[config.mk]
export PLATFORM = sky130hd
export DESIGN_NAME = rt_cmd_screen
export DESIGN_NICKNAME = d
export VERILOG_FILES = /design/src/rtl/rt_cmd_pkg.sv /design/src/rtl/rt_strap_cfg.sv /design/src/rtl/rt_cmd_decode.sv /design/src/rtl/rt_status_build.sv /design/src/rtl/rt_cmd_screen.sv
export SDC_FILE = /design/constraint.sdc
export NUM_CORES = 1
export LEC_CHECK = 0
export ABC_AREA = 1
export CAP_MARGIN = 20
export CORE_ASPECT_RATIO = 1.1
export CORE_MARGIN = 3
export CORE_UTILIZATION = 40
export CTS_CLUSTER_SIZE = 8
export DETAILED_ROUTE_END_ITERATION = 10
export PLACE_DENSITY = 0.75
export SYNTH_ARGS = -nofsm -noshare
export SYNTH_HDL_FRONTEND = slang
export SYNTH_SLANG_ARGS = --single-unit
[constraint.sdc]
create_clock -name clk -period 1.2 [get_ports clk]
set_input_delay 0.18 -clock clk [delete_from_list [all_inputs] [get_ports clk]]
set_output_delay 0.18 -clock clk [all_outputs]
set_load 0.1 [all_outputs]
[src/rtl/rt_cmd_pkg.sv]
package rt_cmd_pkg;
  localparam int WORD_W = 16;
  localparam int ADDR_W = 5;
  localparam int SA_W   = 5;
  localparam int MC_W   = 5;
  localparam int TR_POS = MC_W + SA_W;
  localparam int ADDR_LO = TR_POS + 1;
  localparam logic [ADDR_W-1:0] BCAST_ADDR = '1;

  typedef struct packed {
    logic rsvd;     // reserved code
    logic need_tr;  // required T/R value
    logic data;     // one data word
    logic bc_ok;    // allowed as broadcast
  } mc_info_t;

  function automatic mc_info_t mc_lookup(input logic [MC_W-1:0] mc);
    mc_info_t r;
    r = '{rsvd: 1'b0, need_tr: 1'b1, data: 1'b0, bc_ok: 1'b1};
    case (mc)
      5'd0, 5'd2:               r.bc_ok = 1'b0;
      5'd1, 5'd3, 5'd4, 5'd5,
      5'd6, 5'd7, 5'd8:         r.bc_ok = 1'b1;
      5'd16, 5'd18, 5'd19:      begin r.data = 1'b1; r.bc_ok = 1'b0; end
      5'd17, 5'd20, 5'd21:      begin r.data = 1'b1; r.need_tr = 1'b0; end
      default:                  r.rsvd = 1'b1;
    endcase
    return r;
  endfunction
endpackage

[src/rtl/rt_strap_cfg.sv]
module rt_strap_cfg import rt_cmd_pkg::*; #(
  parameter int N_BUS       = 2,
  parameter int SYNC_STAGES = 2
) (
  input  logic              clk,
  input  logic              rst_n,
  input  logic [ADDR_W-1:0] strap_addr,
  input  logic              strap_addr_par,
  input  logic [N_BUS-1:0]  strap_bc_en,
  output logic              rst_sync_n,
  output logic [ADDR_W-1:0] cfg_addr,
  output logic              cfg_par,
  output logic [N_BUS-1:0]  cfg_bc_en
);
  logic [SYNC_STAGES-1:0] sync_q, sync_d;
  logic                   cap_en;

  always_comb sync_d = {sync_q[SYNC_STAGES-2:0], 1'b1};

  always_ff @(posedge clk or negedge rst_n)
    if (!rst_n) sync_q <= '0;
    else        sync_q <= sync_d;

  assign rst_sync_n = sync_q[SYNC_STAGES-1];
  assign cap_en     = ~rst_sync_n;

  always_ff @(posedge clk)
    if (cap_en) begin
      cfg_addr  <= strap_addr;
      cfg_par   <= strap_addr_par;
      cfg_bc_en <= strap_bc_en;
    end
endmodule

[src/rtl/rt_cmd_decode.sv]
module rt_cmd_decode import rt_cmd_pkg::*; #(
  parameter int N_BUS = 2,
  parameter int BUS_W = 1
) (
  input  logic [WORD_W-1:0] cw,
  input  logic [BUS_W-1:0]  bus,
  input  logic [ADDR_W-1:0] own_addr,
  input  logic              own_par,
  input  logic [N_BUS-1:0]  bc_en,
  input  logic              ss_illegal_n,
  input  logic              ss_rsvd_reject,
  input  logic              ss_dba_n,
  output logic              accept,
  output logic              illegal,
  output logic              has_data,
  output logic              data_tx,
  output logic              bcast,
  output logic              dba_set
);
  logic [ADDR_W-1:0] tgt;
  logic [SA_W-1:0]   sa;
  logic [MC_W-1:0]   mc;
  logic              tr, par_ok, en_sel, is_own, is_mode;
  logic              nat_data, fmt_bad, bc_bad;
  mc_info_t          info;

  assign tgt  = cw[WORD_W-1:ADDR_LO];
  assign tr   = cw[TR_POS];
  assign sa   = cw[TR_POS-1:MC_W];
  assign mc   = cw[MC_W-1:0];
  assign info = mc_lookup(mc);

  always_comb begin
    en_sel = 1'b0;
    for (int i = 0; i < N_BUS; i++)
      if (bus == BUS_W'(i)) en_sel = bc_en[i];
  end

  assign par_ok  = ^{own_addr, own_par};
  assign bcast   = (tgt == BCAST_ADDR) & en_sel;
  assign is_own  = (tgt == own_addr) & (tgt != BCAST_ADDR);
  assign accept  = par_ok & (bcast | is_own);
  assign is_mode = (sa == '0) | (sa == '1);

  always_comb begin
    if (!is_mode) begin
      nat_data = 1'b1;
      fmt_bad  = 1'b0;
      bc_bad   = bcast & tr;
    end else if (info.rsvd) begin
      nat_data = mc[MC_W-1];
      fmt_bad  = ss_rsvd_reject;
      bc_bad   = bcast & mc[MC_W-1] & tr;
    end else begin
      nat_data = info.data;
      fmt_bad  = (tr != info.need_tr);
      bc_bad   = bcast & ~info.bc_ok;
    end
  end

  assign illegal  = accept & (~ss_illegal_n | fmt_bad | bc_bad);
  assign has_data = accept & ~illegal & nat_data;
  assign data_tx  = has_data & tr;
  assign dba_set  = accept & ~illegal & is_mode & ~info.rsvd & (mc == '0) & ~ss_dba_n;
endmodule

[src/rtl/rt_status_build.sv]
module rt_status_build import rt_cmd_pkg::*; (
  input  logic [ADDR_W-1:0] own_addr,
  input  logic              msg_err,
  input  logic              bcast,
  input  logic              dba_set,
  input  logic              ss_err_n,
  input  logic              ss_srq_n,
  input  logic [2:0]        ss_resv,
  output logic [WORD_W-1:0] status
);
  always_comb begin
    status                     = '0;
    status[WORD_W-1:ADDR_LO]   = own_addr;
    status[10]                 = msg_err;
    status[8]                  = ~ss_srq_n;
    status[7:5]                = ss_resv;
    status[4]                  = bcast;
    status[2]                  = ~ss_err_n;
    status[1]                  = dba_set;
  end
endmodule

[src/rtl/rt_cmd_screen.sv]
module rt_cmd_screen import rt_cmd_pkg::*; #(
  parameter int N_BUS       = 2,
  parameter int SYNC_STAGES = 2,
  localparam int BUS_W      = (N_BUS > 1) ? $clog2(N_BUS) : 1
) (
  input  logic              clk,
  input  logic              rst_n,
  input  logic              cmd_valid,
  input  logic [WORD_W-1:0] cmd_word,
  input  logic [BUS_W-1:0]  cmd_bus,
  input  logic [ADDR_W-1:0] strap_addr,
  input  logic              strap_addr_par,
  input  logic [N_BUS-1:0]  strap_bc_en,
  input  logic              ss_illegal_n,
  input  logic              ss_rsvd_reject,
  input  logic              ss_err_n,
  input  logic              ss_srq_n,
  input  logic              ss_dba_n,
  input  logic [2:0]        ss_resv,
  output logic              res_valid,
  output logic              res_accept,
  output logic              res_illegal,
  output logic              res_has_data,
  output logic              res_data_tx,
  output logic [WORD_W-1:0] res_status
);
  logic              rst_sync_n;
  logic [ADDR_W-1:0] cfg_addr;
  logic              cfg_par;
  logic [N_BUS-1:0]  cfg_bc_en;
  logic              d_accept, d_illegal, d_data, d_tx, d_bcast, d_dba;
  logic [WORD_W-1:0] built_status;
  logic              valid_d, accept_d, illegal_d, data_d, tx_d;
  logic [WORD_W-1:0] status_d;

  rt_strap_cfg #(.N_BUS(N_BUS), .SYNC_STAGES(SYNC_STAGES)) u_cfg (
    .clk(clk), .rst_n(rst_n), .strap_addr(strap_addr),
    .strap_addr_par(strap_addr_par), .strap_bc_en(strap_bc_en),
    .rst_sync_n(rst_sync_n), .cfg_addr(cfg_addr), .cfg_par(cfg_par),
    .cfg_bc_en(cfg_bc_en)
  );

  rt_cmd_decode #(.N_BUS(N_BUS), .BUS_W(BUS_W)) u_dec (
    .cw(cmd_word), .bus(cmd_bus), .own_addr(cfg_addr), .own_par(cfg_par),
    .bc_en(cfg_bc_en), .ss_illegal_n(ss_illegal_n),
    .ss_rsvd_reject(ss_rsvd_reject), .ss_dba_n(ss_dba_n),
    .accept(d_accept), .illegal(d_illegal), .has_data(d_data),
    .data_tx(d_tx), .bcast(d_bcast), .dba_set(d_dba)
  );

  rt_status_build u_sts (
    .own_addr(cfg_addr), .msg_err(d_illegal), .bcast(d_bcast),
    .dba_set(d_dba), .ss_err_n(ss_err_n), .ss_srq_n(ss_srq_n),
    .ss_resv(ss_resv), .status(built_status)
  );

  always_comb begin
    valid_d   = cmd_valid;
    accept_d  = cmd_valid & d_accept;
    illegal_d = cmd_valid & d_illegal;
    data_d    = cmd_valid & d_data;
    tx_d      = cmd_valid & d_tx;
    status_d  = res_status;
    if (cmd_valid && d_accept) status_d = built_status;
  end

  always_ff @(posedge clk or negedge rst_sync_n)
    if (!rst_sync_n) begin
      res_valid    <= 1'b0;
      res_accept   <= 1'b0;
      res_illegal  <= 1'b0;
      res_has_data <= 1'b0;
      res_data_tx  <= 1'b0;
      res_status   <= '0;
    end else begin
      res_valid    <= valid_d;
      res_accept   <= accept_d;
      res_illegal  <= illegal_d;
      res_has_data <= data_d;
      res_data_tx  <= tx_d;
      res_status   <= status_d;
    end
endmodule

==> reports/metrics.cfg <==
[synthesis]
synth_edf_count = 8
synth-main-ff-cell = dfrtp_1
synthCells = 172
syn_avg_cell_area_um2 = 8.18
synthArstFlopShare_pct = 71.4
synth_seq_cells = 28
syn_area_um2 = 1410
seq_area_frac_synth_pct = 52.7
ys_types = 24
ys_warn_count = 0

[cts]
cts_buffer_depth = 2
clock_sinks = 28
clkTransAtPathRegs_ns = 0.15
cts_buffers = 3
htree_levels = 1
clock_latency_ns = 0.33
cts_root_buffer = clkbuf_4
cts_tree = yes

[power_and_ir_drop]
ir_worst_vdd_mv = 1.03
power.total_mw = 3.75
pwr_density_cell_nw_per_um2 = 1550
p_leak_nw = 1.18

[floorplanning]
row_count = 21
ioPinCount = 57
initial_core_util_pct = 43.9
die_w_um = 62.5
die_area_um2 = 4260
core_um2 = 3210
die-height_um = 68.2

[sta]
finalSetupViolations = 17
slew_viol_final = 0
timing.final.crit_share_pct = 126
fmax_mhz = 661
min_period_ns = 1.51
setup_ws_ns = -0.314
finalHoldViolations = 0
finClkSkew_ns = 0.00394
rsz0062_at_grt = yes

[final_layout]
syn_to_final_growth_pct = 71.6
diodes = 0
finalNonFillerCells = 291
nNetsFinal = 282
final_area_um2 = 2410
drive_above_1_share_pct = 24.5
final_common_cell = nand2_1
layout.cells.most_common_list = nand2_1, clkdlybuf4s50_1, dfrtp_1

[setup_path]
arrival_ns = 1.80
slowest_stage = edfxtp_1
cp_max_fo = 9
critPathKind = reg2reg
start_kind = register
cpMostUsedCell = nand2_1
cp_top_family = simple AND/OR/NAND/NOR gates
worstPathRequired_ns = 1.49
crit_path_end_kind = register
critPathBufInv = 2
worstPathCellList = buf_6 > xnor2_2 > nand2_1 > nor2_1 > nand2_1 > nand2_2 > nand3_4 > buf_6 > nor2_2 > nand2_1 > nand2_1
max_stage_delay_ns = 0.47

[routing]
drtIter0Drc = 44
drc = 0
routed_via_density = 4.43
dr_total_vias = 1288
avgRoutedWirePerCell_um = 10.5
drt-total-wl_mm = 3.06
dr.pass1.iters = 4
ant_nets = 0

[outcome]
violations = setup timing
status = finished with violations

[place]
dp_hpwl_mm = 2.45
place_area_um2 = 2260
numPortBuffers = 53
placed_cells = 283
place_congestion = 0.737

[job]
maxCapViolCount = 0

[grt]
track_usage_pct = 15.6
antenna_found_initial = 0
grt_max_degree = 19
gr-total-overflow = 0
grt_pass1_wl_mm = 5.26
grt_pass1_vias = 1333

[hold_path]
timing.hold.worst.class = reg2async

[layout make-up]
class / count / area [um2]
Clock buffer: 3 / 22.5
Clock inverter: 1 / 30.0
Fill cell: 239 / 792
Inverter: 19 / 83.8
Multi-Input combinational cell: 120 / 594
Sequential cell: 28 / 742
Tap cell: 46 / 57.6
Timing Repair Buffer: 74 / 883
[synthesized netlist by cell type (2+ instances only)]
cell,count,area (um2)
xnor2_1,6,52.6
nor2_1,15,56.3
o21ai_1,5,25.0
nand4_1,3,18.8
nand3_1,8,40.0
xor2_1,2,17.5
inv_2,2,7.51
dfrtp_1,20,500
nand2_1,68,255
conb_1,2,7.51
buf_2,2,10.0
buf_6,2,22.5
edfxtp_1,8,240
inv_1,16,60.1
nand2_2,2,12.5
buf_4,3,22.5
[flip-flops by register name, summed over array words and instances, names as in the netlist]
signal and count:
res_illegal 1, u_cfg.cfg_par 1, res_has_data 1, u_cfg.sync_q 2, res_accept 1, res_status 13
res_valid 1, u_cfg.cfg_addr 5, u_cfg.cfg_bc_en 2, res_data_tx 1
[worst paths after layout]
kind	from	end	slack, ns	cells past startpoint
worst max-delay path	u_cfg.cfg_addr[1]	res_status[1]	-0.31	11
worst min-delay path	u_cfg.sync_q[1]	res_status[12]	0.23	1
worst max register to register	u_cfg.cfg_addr[1]	res_status[1]	-0.31	11
worst min register to register	u_cfg.sync_q[1]	res_status[12]	0.23	1
max in group asynchronous	rst_n	u_cfg.sync_q[1]	0.56	2
min in group clk	ss_resv[1]	res_status[6]	0.37	3
[where the power goes]
part,internal (mW),switching [mW],total (mW),leakage (nW)
clock,0.338,0.288,0.626,0.0279
combinational,0.699,1.16,1.86,0.808
sequential,1.12,0.145,1.26,0.341
[cell families (layout without fill, tap and decap cells)]
| group | after synthesis | count (layout) | synth area share, % |
|---|---|---|---|
| AOI/OAI and AO/OA | 6 | 6 | 2.31 |
| buffers and inverters | 26 | 97 | 9.34 |
| and+or+nand+nor | 102 | 102 | 30.2 |
| DFF | 28 | 28 | 52.7 |
| other | 2 | 4 | 0.534 |
| xor gates and xnor gates | 8 | 8 | 4.98 |
[what timing repair did]
| action | in CTS | in global routing |
|---|---|---|
| endpoints found under the hold margin | 2 | 0 |
| gates resized for setup | 7 | 11 |
| hold buffers | 1 | 0 |
| endpoints found under the setup margin | 17 | 17 |
| cloned | 1 | 0 |
| pin swaps | 3 | 4 |
| buffers inserted | 2 | 0 |
[metrics by stage]
| stage | utilization [%] | hold WS, ns | setup slack (ns) | TNS (ns) |
|---|---|---|---|---|
| 6_report | 75.3 | 0.225 | -0.314 | -4.87 |
| 3_3_place_gp | 70.5 | 0.222 | -0.571 | -7.62 |
| 3_5_place_dp | 70.5 | 0.229 | -0.635 | -8.25 |
| 5_1_grt | 75.3 | 0.258 | -0.470 | -7.36 |
| 2_1_floorplan | - | -0.116 | -0.220 | -3.11 |
| 4_1_cts | 74.1 | 0.228 | -0.302 | -4.64 |
[layer usage]
metal / global-route usage, % / routed length [um] / share of wire, %
met1: 16.7 / 1240 / 40
met4: 5.79 / 31 / 1.0
met2: 31.4 / 1660 / 54
met3: 2.13 / 131 / 4.3
met5: 0 / 0 / 0
(Power assumes the default switching activity.)
